**config.mk**
```make
export PLATFORM = sky130hd
export DESIGN_NAME = segDescUnit
export DESIGN_NICKNAME = d
export VERILOG_FILES = /design/src/rtl/segDescPkg.sv /design/src/rtl/segDescCtrl.sv /design/src/rtl/segDescPath.sv /design/src/rtl/segDescUnit.sv
export SDC_FILE = /design/constraint.sdc
export NUM_CORES = 1
export LEC_CHECK = 0
export ABC_AREA = 1
export BUFFER_PORTS_ARGS = -buffer_cell sky130_fd_sc_hd__clkbuf_2
export CAP_MARGIN = 5
export CORE_MARGIN = 2
export CORE_UTILIZATION = 50
export CTS_BUF_LIST = sky130_fd_sc_hd__clkbuf_4
export CTS_CLUSTER_DIAMETER = 50
export CTS_CLUSTER_SIZE = 25
export DETAILED_ROUTE_END_ITERATION = 10
export GPL_ROUTABILITY_DRIVEN = 1
export PLACE_DENSITY = 0.72
export SYNTH_ARGS = -nofsm -noshare
export SYNTH_HDL_FRONTEND = slang
export SYNTH_SLANG_ARGS = --single-unit
```
**constraint.sdc**
```tcl
create_clock -name clk -period 5.12 [get_ports clk]
set_input_delay 0.768 -clock clk [delete_from_list [all_inputs] [get_ports clk]]
set_output_delay 0.768 -clock clk [all_outputs]
set_load 0.03 [all_outputs]
```
**src/rtl/segDescPkg.sv**
```systemverilog
package segDescPkg;

  typedef enum logic [1:0] {
    LD_OK      = 2'd0,
    LD_OVERRUN = 2'd1,
    LD_ABSENT  = 2'd2
  } ldCode_e;

  // strobes from control to datapath
  typedef struct packed {
    logic latchSel;
    logic latchLo;
    logic commitDesc;
    logic commitNull;
    logic useHi;
  } ctrlStrobe_t;

  // hidden cache layout: [63:52] rights, [51:20] base, [19:0] limit
  typedef struct packed {
    logic [11:0] rights;
    logic [31:0] base;
    logic [19:0] limit;
  } segCache_t;

  localparam int RIGHT_GRAN = 11;
  localparam int RIGHT_DPL  = 5;

endpackage

```
**src/rtl/segDescCtrl.sv**
```systemverilog
module segDescCtrl
  import segDescPkg::*;
(
  input  logic        clk,
  input  logic        rstN,
  input  logic        protEn,
  input  logic        selWrEn,
  input  logic        selIsNull,
  input  logic        selOverrun,
  input  logic        memValid,
  input  logic        descPresent,
  output ctrlStrobe_t strobe,
  output logic        memReq,
  output logic        busy,
  output logic        loadDone,
  output ldCode_e     loadCode
);

  typedef enum logic [1:0] {S_IDLE, S_LO, S_HI} state_e;

  state_e  state, stateNxt;
  logic    doneNxt;
  ldCode_e codeNxt;
  logic    accept;

  assign accept = protEn && selWrEn && (state == S_IDLE);
  assign busy   = (state != S_IDLE);
  assign memReq = (state == S_LO) || (state == S_HI);

  always_comb begin
    stateNxt = state;
    doneNxt  = 1'b0;
    codeNxt  = LD_OK;
    strobe   = '0;
    case (state)
      S_IDLE: begin
        if (accept) begin
          strobe.latchSel = 1'b1;
          if (selIsNull) begin
            strobe.commitNull = 1'b1;
            doneNxt = 1'b1;
          end else if (selOverrun) begin
            doneNxt = 1'b1;
            codeNxt = LD_OVERRUN;
          end else begin
            stateNxt = S_LO;
          end
        end
      end
      S_LO: begin
        if (memValid) begin
          strobe.latchLo = 1'b1;
          stateNxt = S_HI;
        end
      end
      S_HI: begin
        strobe.useHi = 1'b1;
        if (memValid) begin
          strobe.commitDesc = descPresent;
          doneNxt  = 1'b1;
          codeNxt  = descPresent ? LD_OK : LD_ABSENT;
          stateNxt = S_IDLE;
        end
      end
      default: stateNxt = S_IDLE;
    endcase
  end

  always_ff @(posedge clk) begin
    if (!rstN) begin
      state    <= S_IDLE;
      loadDone <= 1'b0;
      loadCode <= LD_OK;
    end else begin
      state    <= stateNxt;
      loadDone <= doneNxt;
      loadCode <= codeNxt;
    end
  end

  // requests only while a fetch is running
  p_req_in_fetch_r2: assert property (@(posedge clk) disable iff (!rstN)
    memReq |-> busy);

  // completion of the high read is reported next cycle with busy gone
  p_done_after_hi_r2: assert property (@(posedge clk) disable iff (!rstN)
    (state == S_HI && memValid) |=> (loadDone && !busy));

  // overrun completes immediately without a fetch
  p_overrun_quick_r9: assert property (@(posedge clk) disable iff (!rstN)
    (accept && !selIsNull && selOverrun) |=> (loadDone && loadCode == LD_OVERRUN && !memReq));

  // nothing starts while protection is off
  p_idle_when_off_r10: assert property (@(posedge clk) disable iff (!rstN)
    (state == S_IDLE && !protEn) |=> !busy);

endmodule

```
**src/rtl/segDescPath.sv**
```systemverilog
module segDescPath
  import segDescPkg::*;
#(
  parameter int NUM_SEGS = 6,
  parameter int SEG_W    = 3
) (
  input  logic              clk,
  input  logic              rstN,
  input  logic              protEn,
  input  ctrlStrobe_t       strobe,
  input  logic [SEG_W-1:0]  selWrSeg,
  input  logic [15:0]       selWrData,
  input  logic [31:0]       gdtBase,
  input  logic [15:0]       gdtLimit,
  input  logic [31:0]       ldtBase,
  input  logic [15:0]       ldtLimit,
  input  logic [31:0]       memData,
  input  logic              xlatEn,
  input  logic [SEG_W-1:0]  xlatSeg,
  input  logic [31:0]       xlatOffset,
  output logic              selIsNull,
  output logic              selOverrun,
  output logic              descPresent,
  output logic [31:0]       memAddr,
  output logic              xlatValid,
  output logic              xlatFault,
  output logic [31:0]       xlatAddr,
  output logic [1:0]        xlatRpl,
  output logic [1:0]        xlatDpl
);

  localparam int IDX_W = 13;

  logic [15:0]      selQ;
  logic [SEG_W-1:0] segQ;
  logic [31:0]      loQ;
  logic [15:0]      limSel;
  logic [31:0]      descAddr;
  segCache_t        newEntry;

  segCache_t        cacheQ  [NUM_SEGS];
  logic             usableQ [NUM_SEGS];
  logic [1:0]       rplQ    [NUM_SEGS];

  // incoming selector decode
  assign selIsNull  = (selWrData[15:2] == 14'd0);
  assign limSel     = selWrData[2] ? ldtLimit : gdtLimit;
  assign selOverrun = ({1'b0, selWrData[15:3], 3'b111} > {1'b0, limSel});

  // descriptor address from the latched selector
  assign descAddr = (selQ[2] ? ldtBase : gdtBase) + {16'd0, selQ[15:3], 3'b000};
  assign memAddr  = descAddr + (strobe.useHi ? 32'd4 : 32'd0);

  // unpack: high word present bit is byte 5 bit 7
  assign descPresent     = memData[15];
  assign newEntry.limit  = {memData[19:16], loQ[15:0]};
  assign newEntry.base   = {memData[31:24], memData[7:0], loQ[31:16]};
  assign newEntry.rights = {memData[23:20], memData[15:8]};

  always_ff @(posedge clk) begin
    if (!rstN) begin
      selQ <= '0;
      segQ <= '0;
      loQ  <= '0;
    end else begin
      if (strobe.latchSel) begin
        selQ <= selWrData;
        segQ <= selWrSeg;
      end
      if (strobe.latchLo) loQ <= memData;
    end
  end

  for (genvar i = 0; i < NUM_SEGS; i++) begin : g_seg
    always_ff @(posedge clk) begin
      if (!rstN) begin
        cacheQ[i]  <= '0;
        usableQ[i] <= 1'b0;
        rplQ[i]    <= '0;
      end else if (strobe.commitNull && selWrSeg == SEG_W'(i)) begin
        usableQ[i] <= 1'b0;
        rplQ[i]    <= selWrData[1:0];
      end else if (strobe.commitDesc && segQ == SEG_W'(i)) begin
        cacheQ[i]  <= newEntry;
        usableQ[i] <= 1'b1;
        rplQ[i]    <= selQ[1:0];
      end
    end
  end

  // translation, one register stage
  segCache_t  xEntry;
  logic       xUsable;
  logic [31:0] xEffLim;

  always_comb begin
    xEntry  = '0;
    xUsable = 1'b0;
    if (int'(xlatSeg) < NUM_SEGS) begin
      xEntry  = cacheQ[xlatSeg];
      xUsable = usableQ[xlatSeg];
    end
    xEffLim = xEntry.rights[RIGHT_GRAN] ? {xEntry.limit, 12'hFFF} : {12'd0, xEntry.limit};
  end

  always_ff @(posedge clk) begin
    if (!rstN) begin
      xlatValid <= 1'b0;
      xlatFault <= 1'b0;
      xlatAddr  <= '0;
      xlatRpl   <= '0;
      xlatDpl   <= '0;
    end else begin
      xlatValid <= 1'b0;
      xlatFault <= 1'b0;
      xlatAddr  <= '0;
      if (xlatEn && protEn) begin
        xlatRpl <= (int'(xlatSeg) < NUM_SEGS) ? rplQ[xlatSeg] : 2'd0;
        xlatDpl <= xEntry.rights[RIGHT_DPL +: 2];
        if (!xUsable || xlatOffset > xEffLim) begin
          xlatFault <= 1'b1;
        end else begin
          xlatValid <= 1'b1;
          xlatAddr  <= xEntry.base + xlatOffset;
        end
      end
    end
  end

  // valid and fault never together
  p_xlat_excl_r5: assert property (@(posedge clk) disable iff (!rstN)
    !(xlatValid && xlatFault));

  // every enabled request gets an answer next cycle
  p_xlat_answer_r4: assert property (@(posedge clk) disable iff (!rstN)
    (xlatEn && protEn) |=> (xlatValid || xlatFault));

  // no result while protection is off
  p_xlat_off_r10: assert property (@(posedge clk) disable iff (!rstN)
    !protEn |=> !(xlatValid || xlatFault));

  // the high read sits 4 bytes above the low read of the same selector
  p_hi_after_lo_r1: assert property (@(posedge clk) disable iff (!rstN)
    (strobe.latchLo && $stable(gdtBase) && $stable(ldtBase)) |=> (memAddr == $past(memAddr) + 32'd4));

endmodule

```
**src/rtl/segDescUnit.sv**
```systemverilog
module segDescUnit
  import segDescPkg::*;
#(
  parameter int NUM_SEGS = 6,
  parameter int SEG_W    = (NUM_SEGS > 1) ? $clog2(NUM_SEGS) : 1
) (
  input  logic              clk,
  input  logic              rstN,
  input  logic              protEn,
  input  logic              selWrEn,
  input  logic [SEG_W-1:0]  selWrSeg,
  input  logic [15:0]       selWrData,
  input  logic [31:0]       gdtBase,
  input  logic [15:0]       gdtLimit,
  input  logic [31:0]       ldtBase,
  input  logic [15:0]       ldtLimit,
  output logic              memReq,
  output logic [31:0]       memAddr,
  input  logic              memValid,
  input  logic [31:0]       memData,
  output logic              busy,
  output logic              loadDone,
  output logic [1:0]        loadCode,
  input  logic              xlatEn,
  input  logic [SEG_W-1:0]  xlatSeg,
  input  logic [31:0]       xlatOffset,
  output logic              xlatValid,
  output logic              xlatFault,
  output logic [31:0]       xlatAddr,
  output logic [1:0]        xlatRpl,
  output logic [1:0]        xlatDpl
);

  ctrlStrobe_t strobe;
  logic        selIsNull, selOverrun, descPresent;
  ldCode_e     codeQ;

  assign loadCode = codeQ;

  segDescCtrl u_ctrl (
    .clk(clk), .rstN(rstN), .protEn(protEn), .selWrEn(selWrEn),
    .selIsNull(selIsNull), .selOverrun(selOverrun), .memValid(memValid),
    .descPresent(descPresent), .strobe(strobe), .memReq(memReq),
    .busy(busy), .loadDone(loadDone), .loadCode(codeQ)
  );

  segDescPath #(.NUM_SEGS(NUM_SEGS), .SEG_W(SEG_W)) u_path (
    .clk(clk), .rstN(rstN), .protEn(protEn), .strobe(strobe),
    .selWrSeg(selWrSeg), .selWrData(selWrData),
    .gdtBase(gdtBase), .gdtLimit(gdtLimit), .ldtBase(ldtBase), .ldtLimit(ldtLimit),
    .memData(memData), .xlatEn(xlatEn), .xlatSeg(xlatSeg), .xlatOffset(xlatOffset),
    .selIsNull(selIsNull), .selOverrun(selOverrun), .descPresent(descPresent),
    .memAddr(memAddr), .xlatValid(xlatValid), .xlatFault(xlatFault),
    .xlatAddr(xlatAddr), .xlatRpl(xlatRpl), .xlatDpl(xlatDpl)
  );

endmodule

```
==> results by stage, run 1 <==
Outcome:
- The flow ran to the end, and the final reports show no timing, DRC or antenna violations.

STA:
- Setup repair after global routing left no endpoint under its margin.
- In this run the tightest slew margin relative to its limit is a little under a third.
- The final-report hold violation count is 0.
- The number of endpoints failing setup at the final stage is 0.
- Between clock sinks in the finished design, the worst skew comes to around 0.094 ns.
- The max-slew violation count is 0.
- The routed design could run at a clock period as short as ~4.6 ns.
- In the post-route analysis, the smallest setup slack over all paths is between 0.5 and 0.6 ns.
- Static timing analysis puts the maximum clock frequency at 0.217 GHz.
- The worst path uses 90.0% of the clock period.
- The slew at the pin closest to its max-slew limit is approximately 1.0 ns.
- The summed negative setup slack over all endpoints is 0 ns.

Worst setup path:
- The register-to-register setup slack is 1.61 ns.
- For the worst flop-to-flop path, the logic depth is 17.
- The kind of end point of the critical path is an output port.
- The worst reg2reg path endpoint is u_path.xlatAddr[19]$_SDFF_PP0_.
- STA puts the critical path data required time at ~4.4 ns.
- The critical path is of the register to output port type.
- In this run the worst path has a maximum fanout of 35.
- The startpoint identified for the worst register-to-register timing path is u_path.cacheQ[4][63]$_SDFFCE_PN0P_.
- The critical path arrival is roughly 3.8 ns.
- STA classifies the critical path startpoint as a register.

Global routing:
- The initial antenna violation count is 4.
- The via count of the first global-routing pass is roughly 20,000.
- The largest net degree at the start of global routing is 72.
- Across every metal layer, demand over resource in global routing totals 28.1%.
- The total grt overflow is 0.
- The first global-routing pass estimated between 100 and 150 mm of wire.

Routing:
- In the final routed layout, each cell accounts on average for between 15 and 20 µm.
- Routed signal wires occupy layers up through met5.
- The routed design uses around 6.5 mm of met3 wire.
- The residual antenna-violating net count after detailed routing is 0.
- In this run, the number of DRC markers left after iteration 0 of detailed routing was 2,094.
- The total via count after detailed routing is ~20,000.
- After detailed routing, the number of remaining DRC violations is 0.
- The met2 wire length is about 33 mm.
- The number of detailed-route iterations in the first pass is 7.
- The average vias per placed instance is 5.56.
- For this block, wires on met1 add up to around 29 mm.
- The final wirelength is 70.2 mm.

Floorplan:
- The y dimension of the die is 221 µm.
- The I/O pin count is between 200 and 300.
- The standard cell core area is 0.0466 mm².
- The die boundary width is 221 µm.
- The starting density of the core is between 50 and 60%.
- The die area is between 0.04 and 0.05 mm².
- In this run the core area contains 79 standard-cell rows.

Placement:
- Port buffering added approximately 260 buffers.
- The routability congestion estimate from global placement is ~0.97.
- The post-placement cell count is around 3,500.
- The placed wire-length estimate after detailed placement is 48.4 mm.
- Prior to clock tree synthesis, the placed netlist has a worst setup slack of about 0.60 ns.

Synthesis:
- The fraction of synthesis flops using an asynchronous set or reset pin is 0%.
- Summing every instance area after synthesis gives 0.0236 mm².
- After synthesis, the mean cell area works out to ~8.6 µm².
- The post-synth net total is 3,040.
- The number of distinct library cells after synthesis is 46.
- Synthesis produced a netlist whose cell count is between 2,000 and 3,000.
- The flip-flop and latch count after synthesis is 442.
- The count of yosys warnings during synthesis is 0.
- Sequential elements use 52.1% of the synthesized area.
- The count of flip-flops with a built-in enable after synthesis is between 300 and 400.
- The most used flip-flop cell after synthesis is edfxtp_1.

Min path:
- The startpoint identified for the worst hold timing path is memData[15].
- The tightest min-delay check is of the input pin to register type.
- The hold path depth is 2.
- The end of the worst hold path is u_ctrl.loadCode[1]$_SDFF_PN0_.

Clocking:
- After clock tree synthesis, the clock-pin slew on the worst setup and hold paths is 0.21 ns.
- The root buffer cell is clkbuf_4.
- The clock buffer count from CTS is between 40 and 50.
- The number of hold buffers added after cts is 0.
- The clock sink count is about 440.
- The number of buffers inserted to repair setup after CTS is 0.
- The later pin in the worst-skew pair is clocked with a latency of about 0.9 ns.
- The post-cts resize count is 0.
- The clock tree buffer depth is 3.
- The level count of the clock H-tree is 2.
- The TritonCTS clock tree is yes.

Job:
- The max capacitance violation total is 0.

Finish:
- Of the cells placed in the final design, the portion with a size suffix greater than 1 is a little over an eighth.
- Counting the fill cells in the layout gives 4,218.
- The net count reported at finish is between 3,000 and 4,000.
- The final cell count without fillers is 3,618.
- From synthesis to final layout, the design area changed by 10.8%.
- For this run, the share of the core covered by cells in the final layout is between 50% and 60%.
- Summing all multi-input logic gate instances after layout gives between 0.009 and 0.01 mm².
- In the final layout, flip-flops and latches occupy around 0.012 mm².

Power:
- The overall power consumption is ~8000 µW.
- The worst-case IR drop observed on VDD is about 0.26 mV.
- Power spread over the standard cell area amounts to about 300 mW/mm².
- The static leakage is roughly 0.012 µW.
[flip-flops by register name (all words and copies together), names as in the netlist, 2 cells and up]
name and cells:
u_path.xlatDpl 2, u_path.usableQ 6, u_path.xlatAddr 32, u_path.xlatRpl 2, u_path.segQ 3, u_path.loQ 32, u_path.rplQ 12, u_path.cacheQ 330
u_ctrl.state 2, u_path.selQ 16, u_ctrl.loadCode 2
[how the worst max path moves through the flow]
stage	from	end	slack (ns)
3_3_place_gp	xlatSeg[0]	u_path.xlatAddr[19]$_SDFF_PP0_	0.77
3_5_place_dp	xlatSeg[0]	u_path.xlatAddr[0]$_SDFF_PP0_	0.60
5_1_grt	u_path.selQ[2]$_SDFFE_PN0P_	memAddr[22]	0.18
4_1_cts	u_path.selQ[2]$_SDFFE_PN0P_	memAddr[22]	0.42
2_1_floorplan	ldtBase[2]	memAddr[22]	1.59
6_report	u_path.selQ[2]$_SDFFE_PN0P_	memAddr[22]	0.51
[per-stage QoR]
stage                     area, µm²  hold WS (ns)
after global placement        25400         0.468
final                         26200         0.122
after detailed placement      25400         0.474
after CTS                     26200        0.0630
after floorplan               23600         0.457
after global routing          26200         0.112
[cell usage after synthesis (all sizes together), types with 17 or more instances]
cell type | count | area [µm²]
nand3 | 94 | 521
ha | 94 | 1180
nand2 | 537 | 2020
xor2 | 34 | 298
a21oi | 119 | 596
dfxtp | 95 | 1900
nor2 | 615 | 2340
inv | 254 | 953
nand4 | 17 | 113
o21ai | 243 | 1230
edfxtp | 347 | 10400
clkbuf | 46 | 173
o22ai | 62 | 388
mux2i | 51 | 510
buf | 79 | 475
[worst max-delay path, cell delays in order, from the launching register on]
cell	delay, ns
dfxtp_1	0.40
buf_4	0.33
nand2_1	0.08
nand2_1	0.08
ha_1	0.17
inv_1	0.06
fa_1	0.43
o21ai_1	0.26
nand2_1	0.10
nand2_1	0.16
nand2_1	0.09
nand2_1	0.12
nand2_1	0.09
nor2_1	0.13
xor2_1	0.21
clkbuf_2	0.24
[power breakdown]
part	leakage, µW	switching [µW]	internal, µW
combinational	0.00683	1200	508
clock	0.000395	1440	657
sequential	0.00436	52.6	4010
total	0.0116	2700	5170
[logic make-up (layout without fill, tap and decap cells)]
family / Yosys count / count (layout) / synth area share, %
xor+xnor: 39 / 39 / 1.45
other cells: 0 / 3 / 0
mux: 51 / 51 / 2.16
simple gates: 1298 / 1298 / 22.0
fa+ha+maj: 96 / 96 / 5.15
buf+inv: 380 / 632 / 6.79
compound gates: 450 / 450 / 10.3
flops: 442 / 442 / 52.1
[layout make-up]
type	instances	share of cell area (%)
Inverter	255	3.66
Tap cell	607	2.90
Clock inverter	32	1.59
Timing Repair Buffer	302	6.40
Sequential cell	442	47.1
Antenna cell	3	0.0287
Multi-Input combinational cell	1934	37.1
Clock buffer	43	1.23
[per-layer routing]
metal  vias up  track usage, %
met5         -               0
met4         2            8.83
met3       120            5.28
met2       962            47.4
met1      9440            36.7
li1       9605               -
[placed cells by master, fill, tap and decap left out, types with 84 or more instances in the layout]
| cell type | synthesis | layout |
|---|---|---|
| a21oi_1 | 119 | 119 |
| clkbuf_2 | 0 | 260 |
| dfxtp_1 | 95 | 95 |
| edfxtp_1 | 347 | 347 |
| ha_1 | 94 | 94 |
| inv_1 | 246 | 245 |
| nand2_1 | 536 | 529 |
| nand3_1 | 84 | 84 |
| nor2_1 | 612 | 612 |
| o21ai_0 | 233 | 233 |
No activity file was read; power rests on OpenSTA's default activity.
==> run 2: changes to the inputs <==
BUFFER_PORTS_ARGS = default   (was -buffer_cell sky130_fd_sc_hd__clkbuf_2)
DONT_BUFFER_PORTS = 1   (was default)
PLACE_DENSITY = 0.67   (was 0.72)
==> run 2 against run 1 <==
First-iteration DRC count fell by 22%. Hold slack worse by 0.072 ns. Maximum frequency decreased by 1.6%. Largest power group unchanged. Critical endpoint is now memAddr[26]. Sequential cell count unchanged.
==> results by stage, run 2 (synthesis gave the netlist of run 1 again) <==
Clocking:
- The level count of the clock H-tree came to 2 (unchanged).
- The insertion delay of the later-clocked pin in the worst-skew pair is 0.88 ns (about the same).
- The clock tree buffer depth is 3 (unchanged).
- The root buffer cell is clkbuf_4.
- TritonCTS built the clock tree.
- The clock buffer count from CTS came to 42 (+2.4%).
- The clock sink count is 442 (unchanged).
- The clock transition time at the flip-flop clock pins of the worst setup and hold paths is 0.16 ns (-0.05 ns).

Worst setup path:
- By startpoint and endpoint, the worst setup path is classified as register to output port.
- STA classifies the critical path endpoint as an output port.
- The worst setup path is launched from a register.
- The critical path arrival is 3.91 ns (+0.07 ns).
- The worst stage delay on the critical path was 0.54 ns (+0.11 ns).
- Walking the worst path, the cells encountered are buf_4, inv_4, nand2_1, nand2_1, ha_1, inv_1, fa_1, o21ai_1, nand2_1, o21bai_1, nand3_1, nand2_1, xor2_1.
- The top fanout value on the critical path is 36 (+2.9%).
- The count of buffer and inverter cells on the critical path is 3 (unchanged).
- Among all stages on the critical path, the largest delay is contributed by xor2_1.
- The cell that appears most often on the critical path is nand2_1.
- The kind of cell with the highest combined delay along the critical path is adder cells.
- The required time at the worst-slack endpoint came to 4.35 ns (about the same).

Routing:
- The remaining design rule violation count came to 0 (unchanged).
- The residual antenna-violating net count after detailed routing is 0 (unchanged).
- The final wirelength is 69.4 mm (-1.1%).
- The average vias per placed instance is 5.63 (+1.2%).
- The total via count after detailed routing is 18,900 (-6.3%).
- The average wire per cell in the routed design is 20.7 µm (+6.7%).
- The number of detailed-route iterations in the first pass came to 5 (-2).
- The DRC violation total after the first TritonRoute iteration came to 1,631 (-22%).

Power:
- The worst supply voltage drop on vdd is 0.261 mV (-0.68%).
- The power density relative to cell area is 306 mW/mm² (+1.9%).
- The static leakage is 0.0104 µW (-10%).
- The overall power consumption is 7610 µW (-3.4%).

STA:
- The slew at the pin closest to its max-slew limit was 1.00 ns (-0.0406 ns).
- The achievable clock frequency was 0.214 GHz (-1.6%).
- The minimum clock period after layout is 4.68 ns (+0.0739 ns).
- The final setup skew was 0.0769 ns (-0.0170 ns).
- The final clock period utilization by the worst path is 91.4% (+1.4 points).
- The number of endpoints failing setup at the final stage is 0 (unchanged).
- The worst max-slew margin expressed relative to the limit is 33.0% (+2.5 points).
- The summed negative setup slack over all endpoints is 0 ns (unchanged).
- Setup repair after global routing left no endpoint under its margin.
- The max-slew violation count is 0 (unchanged).
- The final-report hold violation count is 0 (unchanged).

Finish:
- The post-synthesis to final-layout area growth is 5.13%.
- In the layout the commonest cells are nor2_1 (612), nand2_1 (529), edfxtp_1 (347).
- In the final layout, the registers with the most flip-flops are u_path.cacheQ: 330 flops, u_path.loQ: 32 flops, u_path.xlatAddr: 32 flops.
- The final cell count without fillers is 3,351 (-7.4%).
- The number of flip-flops in the largest register is 330 (unchanged).
- Leaving out fill and tap cells, the most frequent cell in the layout is nor2_1.
- u_path.cacheQ holds more flip-flops than any other register.
- The net count reported at finish was 2,991 (-8.3%).
- The post-route core utilization is 53.4% (-2.9 points).
- The fraction of final layout cells with drive strength greater than 1 is 5.11% (-8.6 points).

Placement:
- The placed wire-length estimate after detailed placement is 45.5 mm (-6.1%).
- The routability congestion estimate from global placement is 0.971 (-0.17%).
- The post-placement cell count came to 3,262 (-7.9%).
- The count of buffers from port buffering is 0 (-100%).

Min path:
- The worst min-delay path category is input pin to register.

Global routing:
- The largest net degree at the start of global routing was 163 (+130%).
- The wire length of the first global-routing pass is 106 mm (-1.6%).
- The total grt overflow is 0 (unchanged).
- The aggregate global-route resource usage was 27.9% (-0.22 points).
- The via count of the first global-routing pass is 18,600 (-5.8%).
- The initial antenna violation count is 4 (unchanged).

Floorplan:
- The y dimension of the die is 221 µm (unchanged).
- The die area is 0.0490 mm² (unchanged).
- The starting density of the core is 50.8% (unchanged).
- The standard cell core area came to 0.0466 mm² (unchanged).
- The I/O pin count was 263 (unchanged).
- The die boundary width is 221 µm (unchanged).
- The row count was 79 (unchanged).

Outcome:
- The flow ran to the end, and the final reports show no timing, DRC or antenna violations.

Job:
- The max capacitance violation total is 0 (unchanged).
run 2: cell count changes in the layout (fill, tap and decap cells not counted), sizes merged:
cell | previous run | this run
buf | 42 | 24
bufinv | 2 | 1
clkbuf | 303 | 46
clkinvlp | 2 | 1
dlygate4sd3 | 0 | 8
inv | 268 | 270
run 2: power breakdown:
group	leakage, µW	internal (µW)	switching [µW]
Clock	0.000388	619	1420
Sequential	0.00436	4010	61.7
Combinational	0.00567	416	1080
run 2: final timing paths:
| path | start | endpoint | slack [ns] | cells after the start |
|---|---|---|---|---|
| worst max register to register | u_path.cacheQ[5][63]$_SDFFCE_PN0P_ | u_path.xlatAddr[31]$_SDFF_PP0_ | 1.38 | 16 |
| worst min register to register | u_path.segQ[1]$_SDFFE_PN0P_ | u_path.segQ[1]$_SDFFE_PN0P_ | 0.50 | 2 |
| worst max-delay path | u_path.selQ[2]$_SDFFE_PN0P_ | memAddr[26] | 0.44 | 13 |
| worst min-delay path | selWrData[10] | u_path.selQ[10]$_SDFFE_PN0P_ | 0.05 | 2 |
run 2: cell type report:
cell class | instances | area [µm²]
fill | 4337 | 21700
sequential | 442 | 12300
multi-input combinational | 1934 | 9780
inverter | 255 | 961
tap | 607 | 759
clock inverter | 32 | 369
clock buffer | 46 | 345
timing repair buffer | 32 | 298
antenna | 3 | 7.51
run 2: worst reg2reg max path, cell delays in order, from the launching register on:
cell and delay [ns]:
edfxtp_1 0.37, nor2_1 0.04, o21ai_0 0.39, nand2_1 0.39, inv_1 0.61, nand2_1 0.13, ha_1 0.33, nand2_1 0.07
nor2_1 0.14, nand3b_1 0.11, nor3b_1 0.27, nand2_1 0.09, nand2_1 0.06, nand2_1 0.06, nand3_1 0.06, buf_4 0.32
nor2_1 0.11
run 2: metal layers:
metal | routed length, µm | global-route usage, % | vias to the layer above | part of all wire [%]
met4 | 1770 | 8.16 | 0 | 2.6
li1 | - | - | 9059 | -
met5 | 0 | 0 | - | 0
met1 | 28100 | 35.9 | 8915 | 41
met2 | 33000 | 46.8 | 777 | 48
met3 | 6490 | 6.63 | 112 | 9.4
run 2: repair_timing:
item	4_1_cts	5_1_grt
hold endpoints to repair	13	2
resized for setup	0	5
setup buffers	0	0
setup endpoints to repair	0	5
hold buffers	6	2
run 2: stage by stage:
step / hold WS, ns / area, µm² / setup slack [ns]
floorplan: 0.457 / 23600 / 1.59
global placement: 0.475 / 24000 / 1.06
detailed placement: 0.477 / 24000 / 0.880
CTS: 0.00282 / 24800 / 0.119
global route: -0.00254 / 24800 / 0.0843
finish: 0.0493 / 24800 / 0.440
